===== config.mk =====
export PLATFORM = sky130hd
export DESIGN_NAME = page_mapper
export DESIGN_NICKNAME = d
export VERILOG_FILES = /design/src/rtl/pmm_pkg.sv /design/src/rtl/pmm_decode.sv /design/src/rtl/pmm_regfile.sv /design/src/rtl/pmm_xlate.sv /design/src/rtl/page_mapper.sv
export SDC_FILE = /design/constraint.sdc
export NUM_CORES = 1
export LEC_CHECK = 0
export BUFFER_PORTS_ARGS = -buffer_cell sky130_fd_sc_hd__buf_2
export CAP_MARGIN = 30
export CORE_UTILIZATION = 40
export DETAILED_ROUTE_END_ITERATION = 7
export PLACE_DENSITY_LB_ADDON = 0.05
export SYNTH_ARGS = -nofsm -noshare
export SYNTH_HDL_FRONTEND = slang
export SYNTH_SLANG_ARGS = --single-unit

===== constraint.sdc =====
create_clock -name clk -period 2.3 [get_ports clk]
set_input_delay 0.345 -clock clk [delete_from_list [all_inputs] [get_ports clk]]
set_output_delay 0.345 -clock clk [all_outputs]
set_load 0.02 [all_outputs]

===== src/rtl/pmm_pkg.sv =====
package pmm_pkg;
  localparam int PAGE_W   = 4;
  localparam int OFF_W    = 12;
  localparam int MAP_W    = 12;
  localparam int BYTE_W   = 8;
  localparam int HI_W     = 3;
  localparam int VA_W     = PAGE_W + OFF_W;
  localparam int PA_W     = OFF_W + PAGE_W + HI_W;
  localparam int NREG     = 1 << PAGE_W;
  localparam int PROT_BIT = 4;

  typedef enum logic [1:0] {
    MODE_PASS   = 2'd0,
    MODE_MAP    = 2'd1,
    MODE_ACCESS = 2'd2
  } mode_e;

  // byte lanes to register bits (scrambled low nibble, high nibble to bits 4:1)
  function automatic logic [MAP_W-1:0] lane_load(input logic [BYTE_W-1:0] b);
    logic [MAP_W-1:0] w;
    w      = '0;
    w[8]   = b[3];
    w[9]   = b[0];
    w[10]  = b[1];
    w[11]  = b[2];
    w[4:1] = b[7:4];
    return w;
  endfunction

  function automatic logic [MAP_W-1:0] pass_word(input logic [PAGE_W-1:0] page);
    logic [MAP_W-1:0] w;
    w = '0;
    w[MAP_W-1 -: PAGE_W] = page;
    return w;
  endfunction

  function automatic logic [PA_W-1:0] make_phys(input logic [MAP_W-1:0] m,
                                                input logic [OFF_W-1:0] off);
    return {m[HI_W:1], m[MAP_W-1 -: PAGE_W], off};
  endfunction

  function automatic mode_e mode_of(input logic sel_n, input logic xlate_n);
    if (!sel_n)       return MODE_ACCESS;
    else if (!xlate_n) return MODE_MAP;
    else              return MODE_PASS;
  endfunction
endpackage


===== src/rtl/pmm_decode.sv =====
module pmm_decode
  import pmm_pkg::*;
(
  input  logic  sel_n,
  input  logic  rw,
  input  logic  wstb_n,
  input  logic  xlate_n,
  output mode_e mode,
  output logic  wr_fire,
  output logic  rd_fire
);
  always_comb begin
    mode    = mode_of(sel_n, xlate_n);
    wr_fire = (mode == MODE_ACCESS) && !rw && !wstb_n;
    rd_fire = (mode == MODE_ACCESS) && rw;
  end
endmodule


===== src/rtl/pmm_regfile.sv =====
module pmm_regfile #(
  parameter int NREG  = 16,
  parameter int MAP_W = 12,
  localparam int IDX_W = $clog2(NREG)
) (
  input  logic             clk,
  input  logic             rst_n,
  input  logic             wr_en,
  input  logic [IDX_W-1:0] wr_idx,
  input  logic [MAP_W-1:0] wr_word,
  input  logic [IDX_W-1:0] rd_idx,
  output logic [MAP_W-1:0] rd_word,
  input  logic [IDX_W-1:0] map_idx,
  output logic [MAP_W-1:0] map_word
);
  logic [MAP_W-1:0] regs [NREG];
  logic [NREG-1:0]  hit;

  for (genvar g = 0; g < NREG; g++) begin : g_hit
    assign hit[g] = wr_en && (wr_idx == IDX_W'(g));
  end

  always_ff @(posedge clk or negedge rst_n) begin
    if (!rst_n) begin
      for (int i = 0; i < NREG; i++) regs[i] <= '0;
    end else begin
      for (int i = 0; i < NREG; i++)
        if (hit[i]) regs[i] <= wr_word;
    end
  end

  assign rd_word  = regs[rd_idx];
  assign map_word = regs[map_idx];
endmodule


===== src/rtl/pmm_xlate.sv =====
module pmm_xlate
  import pmm_pkg::*;
(
  input  mode_e             mode,
  input  logic [PAGE_W-1:0] page,
  input  logic [MAP_W-1:0]  reg_word,
  input  logic [OFF_W-1:0]  offset,
  output logic [MAP_W-1:0]  map_out,
  output logic [PA_W-1:0]   phys_addr,
  output logic              prot
);
  always_comb begin
    map_out   = (mode == MODE_MAP) ? reg_word : pass_word(page);
    phys_addr = make_phys(map_out, offset);
    prot      = map_out[PROT_BIT];
  end
endmodule


===== src/rtl/page_mapper.sv =====
module page_mapper
  import pmm_pkg::*;
(
  input  logic                clk,
  input  logic                rst_n,
  input  logic                sel_n,
  input  logic                rw,
  input  logic                wstb_n,
  input  logic                xlate_n,
  input  logic [VA_W-1:0]     cpu_addr,
  input  logic [BYTE_W-1:0]   wr_data,
  output logic [MAP_W-1:0]    map_out,
  output logic [PA_W-1:0]     phys_addr,
  output logic                prot,
  output logic [MAP_W-1:0]    rd_data
);
  mode_e            mode;
  logic             wr_fire;
  logic             rd_fire;
  logic [MAP_W-1:0] rd_word;
  logic [MAP_W-1:0] map_word;
  logic [PAGE_W-1:0] page;
  logic [PAGE_W-1:0] reg_sel;

  assign page    = cpu_addr[VA_W-1 -: PAGE_W];
  assign reg_sel = cpu_addr[PAGE_W-1:0];

  pmm_decode u_dec (
    .sel_n(sel_n), .rw(rw), .wstb_n(wstb_n), .xlate_n(xlate_n),
    .mode(mode), .wr_fire(wr_fire), .rd_fire(rd_fire)
  );

  pmm_regfile #(.NREG(NREG), .MAP_W(MAP_W)) u_rf (
    .clk(clk), .rst_n(rst_n),
    .wr_en(wr_fire), .wr_idx(reg_sel), .wr_word(lane_load(wr_data)),
    .rd_idx(reg_sel), .rd_word(rd_word),
    .map_idx(page), .map_word(map_word)
  );

  pmm_xlate u_xl (
    .mode(mode), .page(page), .reg_word(map_word),
    .offset(cpu_addr[OFF_W-1:0]),
    .map_out(map_out), .phys_addr(phys_addr), .prot(prot)
  );

  assign rd_data = rd_fire ? rd_word : '0;
endmodule


; Word level (Yosys, flattened, before mapping)
; Cells that the tools add are included.
[totals]
rom_bits = 0
latch_bits = 0
word_cells = 69
ramBits = 0
out_inout_bits = 44
reg_bits = 128
inputBits = 30
n_memories = 0
[op_classes]
bitwise_logic = 2
mux = 10
n_div = 0
addsub = 0
n_mul = 0
n_eq_ne = 17
shift = 0
n_reduce_logical = 22
magnitude_cmp = 2
[op_table]
columns = op, count
row1 = $bmux 12 s4, 2
row2 = $mux 12, 6
row3 = $eq 4x4->1 const B, 8
row4 = $logic_and 1x1->1, 19
row5 = $eq 4x3->1 const B, 4
row6 = $ge 5x5->1 const B, 2
row7 = $not 4->5, 2
row8 = $eq 4x2->1 const B, 2
row9 = $eq 4x1->1 const B, 1
row10 = $logic_not 4->1, 1
row11 = $eq 2x1->1 const B, 1
row12 = $eq 2x2->1 const B, 1
row13 = $logic_not 1->1, 2
row14 = $mux 2, 1
row15 = $mux 1, 1

; Depth between registers and ports, before layout
[depth]
word_depth = 6
mapped_depth = 7
mapped_depth_nobuf = 4

; Cells and area by module
; Synthesis repeated with hierarchy kept, for this count alone.
[unflattened]
cells_unflattened = 692
area_unflattened_um2 = 10560.1
[by_module_without_submodules]
columns = module, cells_each, seq_area_each_um2, area_each_um2, instances
row1 = pmm_regfile, 640, 4804.6, 10143.5, 1
row2 = pmm_xlate, 34, 0.0, 287.8, 1
row3 = page_mapper, 14, 0.0, 100.1, 1
row4 = pmm_decode, 4, 0.0, 28.8, 1

; Worst setup path before layout
; Ideal clock, no wire load.
[synth_timing]
kind = in2out
start = input port cpu_addr[13]
end = output port map_out[4]
setup_slack_ps = -27
required_time_ps = 1955
path_buffers = 4
stages = 7
arrival_time_ps = 1982
path_cell_list = buf_2 buf_2 buf_1 mux4_2 mux2i_1 o22ai_1 buf_4
[synth_between]
elab_chain_len = 5
[synth_rtl]
columns = item, line
row1 = start: declaration, page_mapper.sv:10  ; input logic [VA_W-1:0] cpu_addr,
row2 = $not 4->5 (implied by the code), pmm_regfile.sv:33  ; assign map_word = regs[map_idx];
row3 = $bmux 12 s4, pmm_regfile.sv:33
row4 = $mux 12 (implied by the code) (2 in series), pmm_regfile.sv:33
row5 = $mux 12, pmm_xlate.sv:13  ; map_out = (mode == MODE_MAP) ? reg_word : pass_word(page);
row6 = end: declaration, page_mapper.sv:12  ; output logic [MAP_W-1:0] map_out,
; Every way passes these cells. The select of a mux whose other input is x is not followed.

; Worst setup path after layout
[layout_timing]
start = register u_rf.regs[104] in the netlist's numbering
end = output port map_out[8]
[layout_between]
elab_chain_len = 4
[layout_rtl]
columns = item, line
row1 = start: declaration, pmm_regfile.sv:16  ; logic [MAP_W-1:0] regs [NREG];
row2 = start signal: indexed assignment, pmm_regfile.sv:28  ; if (hit[i]) regs[i] <= wr_word;
row3 = $bmux 12 s4, pmm_regfile.sv:33
row4 = $mux 12 (implied by the code) (2 in series), pmm_regfile.sv:33
row5 = $mux 12, pmm_xlate.sv:13
; Every way passes these cells. The select of a mux whose other input is x is not followed.

==> impl_metrics.csv <==
group,metric,value,unit
grt,overflow,0,
finish,fill_cells,1529,
setup_path,cp_top_family,"multiplexers",
grt,grt_pass1_wl,30390,um
sta,setup_ws,-0.06804,ns
floorplan,boundaryPins,74,
sta,slew_headroom,0.5543,
power,pwr-share-comb,0.176,
logic_synthesis,synthDistinctLibCells,34,
floorplan,die_y,135.9,um
power,ir_worst_vdd,0.5316,mV
setup_path,worstPathRequired,1.96,ns
grt,antenna_found_initial,1,
power,switchingPower,0.001758,W
route,drt_iter0_drc,239,
logic_synthesis,yosys_warnings,0,
logic_synthesis,synth_cells,481,
floorplan,fp-row-count,48,
floorplan,dieArea,18460,um^2
setup_path,cpMaxStageDelayCell,"mux4_2",
place,portBuffers,49,
logic_synthesis,ys_top_cells_by_area,"dfrtp_1, mux2_2, mux4_2",
sta,timing_hold_violations_final,0,
clock_network,tritoncts,"built",
outcome,status,"finished with violations",
setup_path,crit_path_start_kind,"flip-flop",
power,p_seq_frac,0.406,
sta,worst_slew_pin_slew,0.6670,ns
finish,area_growth_syn_to_layout,21.11,%
route,via_count,4556,
logic_synthesis,synth_top_area_frac,0.4469,
route,dr.pass1.iters,4,
setup_path,crit_arrival,2.02,ns
clock_network,cts_inserted_buffers,17,
route,wl_per_cell,25.26,um
clock_network,insertion_delay,0.41,ns
sta,skew,0,ns
sta,fmax,0.4223,GHz
route,ant_nets,0,
logic_synthesis,ys_ff_latch,128,
clock_network,ctsLongestPathBuffers,2,
grt,grt_max_degree,51,
sta,fin_setup_tns,-0.1360,ns
clock_network,clock_sinks,128,
route,detail_route.vias_per_cell,5.782,
setup_path,path_buf_inv,1,
floorplan,initial_core_util,0.4115,
setup_path,cp_max_fo,3,
logic_synthesis,synth_area_per_cell,14.90,um^2
power,p_clk_frac,0.418,
place,pre_cts_ws,0.06132,ns
flow_run,maxCapViolCount,0,
logic_synthesis,post-synth-top-area-cell,"dfrtp_1",
min_path,hold_path_class,"input pin to flip-flop",
clock_network,clkTransAtPathRegs,0.06,ns
sta,final-setup-viol-count,2,
logic_synthesis,synth.yosys.seq_area_share,0.4469,
floorplan,fp.dieW,135.9,um
finish,largest_reg_flops,128,
power,p_int,0.005092,W
setup_path,crit_type,"flip-flop to output port",
route,drc,0,
setup_path,cp_slowest_stage_delay,0.48,ns
place,place_congestion,0.8255,
finish,drive_gt1_frac,0.6246,
floorplan,core_area,17420,um^2
clock_network,h-tree-depth,4,
sta,fin_crit_sh,1.030,
power,sw_frac_of_total,0.2566,
route,wirelength,19900,um
power,p_leak,3.995,nW
finish,nets,580,
power,power.density,789.2,nW/um^2
setup_path,endpoint_kind,"output port",
clock_network,cts_root_buf,"clkbuf_16",
outcome,violations,"negative setup slack",
setup_path,path_cells,"mux4_2 -> mux2i_1 -> nor3_1 -> a221o_1 -> buf_2",
sta,maxSlewViolCount,0,
sta,rsz0062_at_grt,"yes",
finish,largestRegisters,"u_rf.regs x128",
grt,grt_pass1_vias,4860,
finish,largest-register,"u_rf.regs",
place,dp_hpwl,13950,um
sta,min_period,2.368,ns
grt,track_usage,0.2344,
logic_synthesis,synth_area,7167,um^2
setup_path,r2r_slack,1.36,ns
## power groups by stage
stage	Combinational [W]	Clock (W)	Sequential (W)
after global routing	0.00130	0.00305	0.00282
after detailed placement	0.00113	0	0.00282
after floorplan	0.000875	0	0.00272
after CTS	0.00117	0.00293	0.00278
after global placement	0.00111	0	0.00281
final	0.00121	0.00286	0.00278
## layout by cell type (no fill, tap or decap), types with 2 or more instances in the layout
master,n
o22ai_2,5
buf_2,42
o22ai_1,7
a31oi_4,4
buf_6,5
clkinv_4,3
nand2b_1,4
dfrtp_1,128
clkbuf_16,17
nand2_4,3
nand3b_1,2
nor2_1,3
mux2_2,130
a31oi_1,5
or2_4,3
conb_1,8
buf_4,49
mux2i_1,30
clkinvlp_4,3
nand2_1,10
clkinv_2,2
bufinv_16,4
buf_12,9
and3_1,2
mux4_2,60
mux2i_2,3
nor2b_1,3
## layout make-up
type	count	area, um^2	area share
antenna	1	2.502	0.0002883
timing repair buffer	106	824.5	0.09500
inverter	1	3.754	0.0004325
clock inverter	13	187.7	0.02162
multi-input combinational	296	3737	0.4306
clock buffer	18	439.2	0.05060
sequential	128	3203	0.3690
tap	225	281.5	0.03243
## synthesized netlist by cell type
cell type  number
and3_1          2
or3b_1          1
nand3_2         1
clkbuf_1       16
o31ai_1         1
or3_4           1
buf_6           1
nand3_4         1
or2_2           3
nand2_4         3
nand3_1         1
mux2i_1        34
a221o_1         1
or3b_2          1
a311oi_1        1
or3_1           1
buf_2          12
nor3_1          1
nand2b_1        4
nor2b_1         3
mux4_2         60
dfrtp_1       128
o22ai_1        12
mux2_2        130
buf_4          30
nor2_1          3
inv_1           1
nand3b_1        2
nor3_4          1
buf_1           4
nor3_2          1
conb_1          1
a31oi_1         9
nand2_1        10
## timing repair
action,in CTS,in global routing
pin swaps,2,3
endpoints found under the hold margin,37,0
resized for setup,8,20
buffers inserted,5,5
setup endpoints to repair,8,13
hold buffers,1,0
## path summary, 6_finish.rpt
check | startpoint | to | cells past startpoint
hold / removal | wr_data[2] | u_rf.regs[179]$_DFFE_PN0P_ | 2
max in group asynchronous | rst_n | u_rf.regs[25]$_DFFE_PN0P_ | 3
min in group asynchronous | rst_n | u_rf.regs[86]$_DFFE_PN0P_ | 2
setup / recovery | u_rf.regs[104]$_DFFE_PN0P_ | map_out[8] | 5
hold reg to reg | u_rf.regs[99]$_DFFE_PN0P_ | u_rf.regs[99]$_DFFE_PN0P_ | 1
setup reg to reg | u_rf.regs[166]$_DFFE_PN0P_ | u_rf.regs[166]$_DFFE_PN0P_ | 2
## logic make-up (layout without fill, tap and decap cells)
group	count (synthesis)	count (layout)	synth area share
muxes	224	224	0.4403
DFF	128	128	0.4469
buffers and inverters	64	138	0.05237
and+or+nand+nor	40	40	0.03788
AOI/OAI and AO/OA	24	24	0.02200
other	1	9	0.0005232
## metal layers
metal	routed length, um	vias up	global-route usage
met3	1044	32	0.04996
met5	0	-	0
li1	-	1973	-
met2	9807	147	0.3736
met1	8541	2404	0.3106
met4	508	0	0.09753
## worst register-to-register path, stage by stage (launching register included)
cell and delay, ns:
dfrtp_1 0.42, buf_4 0.15, mux2_2 0.26
## metrics by stage
step	cell area (um^2)	utilization	hold WS, ns	std cells	total power [W]
3_3_place_gp	7834	0.4498	0.3614	745	0.003916
6_report	8680	0.4983	0.4062	788	0.006850
4_1_cts	8542	0.4904	0.3938	782	0.006870
3_5_place_dp	7834	0.4498	0.3641	745	0.003947
2_1_floorplan	7218	-	0.04941	488	0.003598
5_1_grt	8680	0.4983	0.4122	788	0.007161
Note: power is estimated with default switching activity, not from simulation.
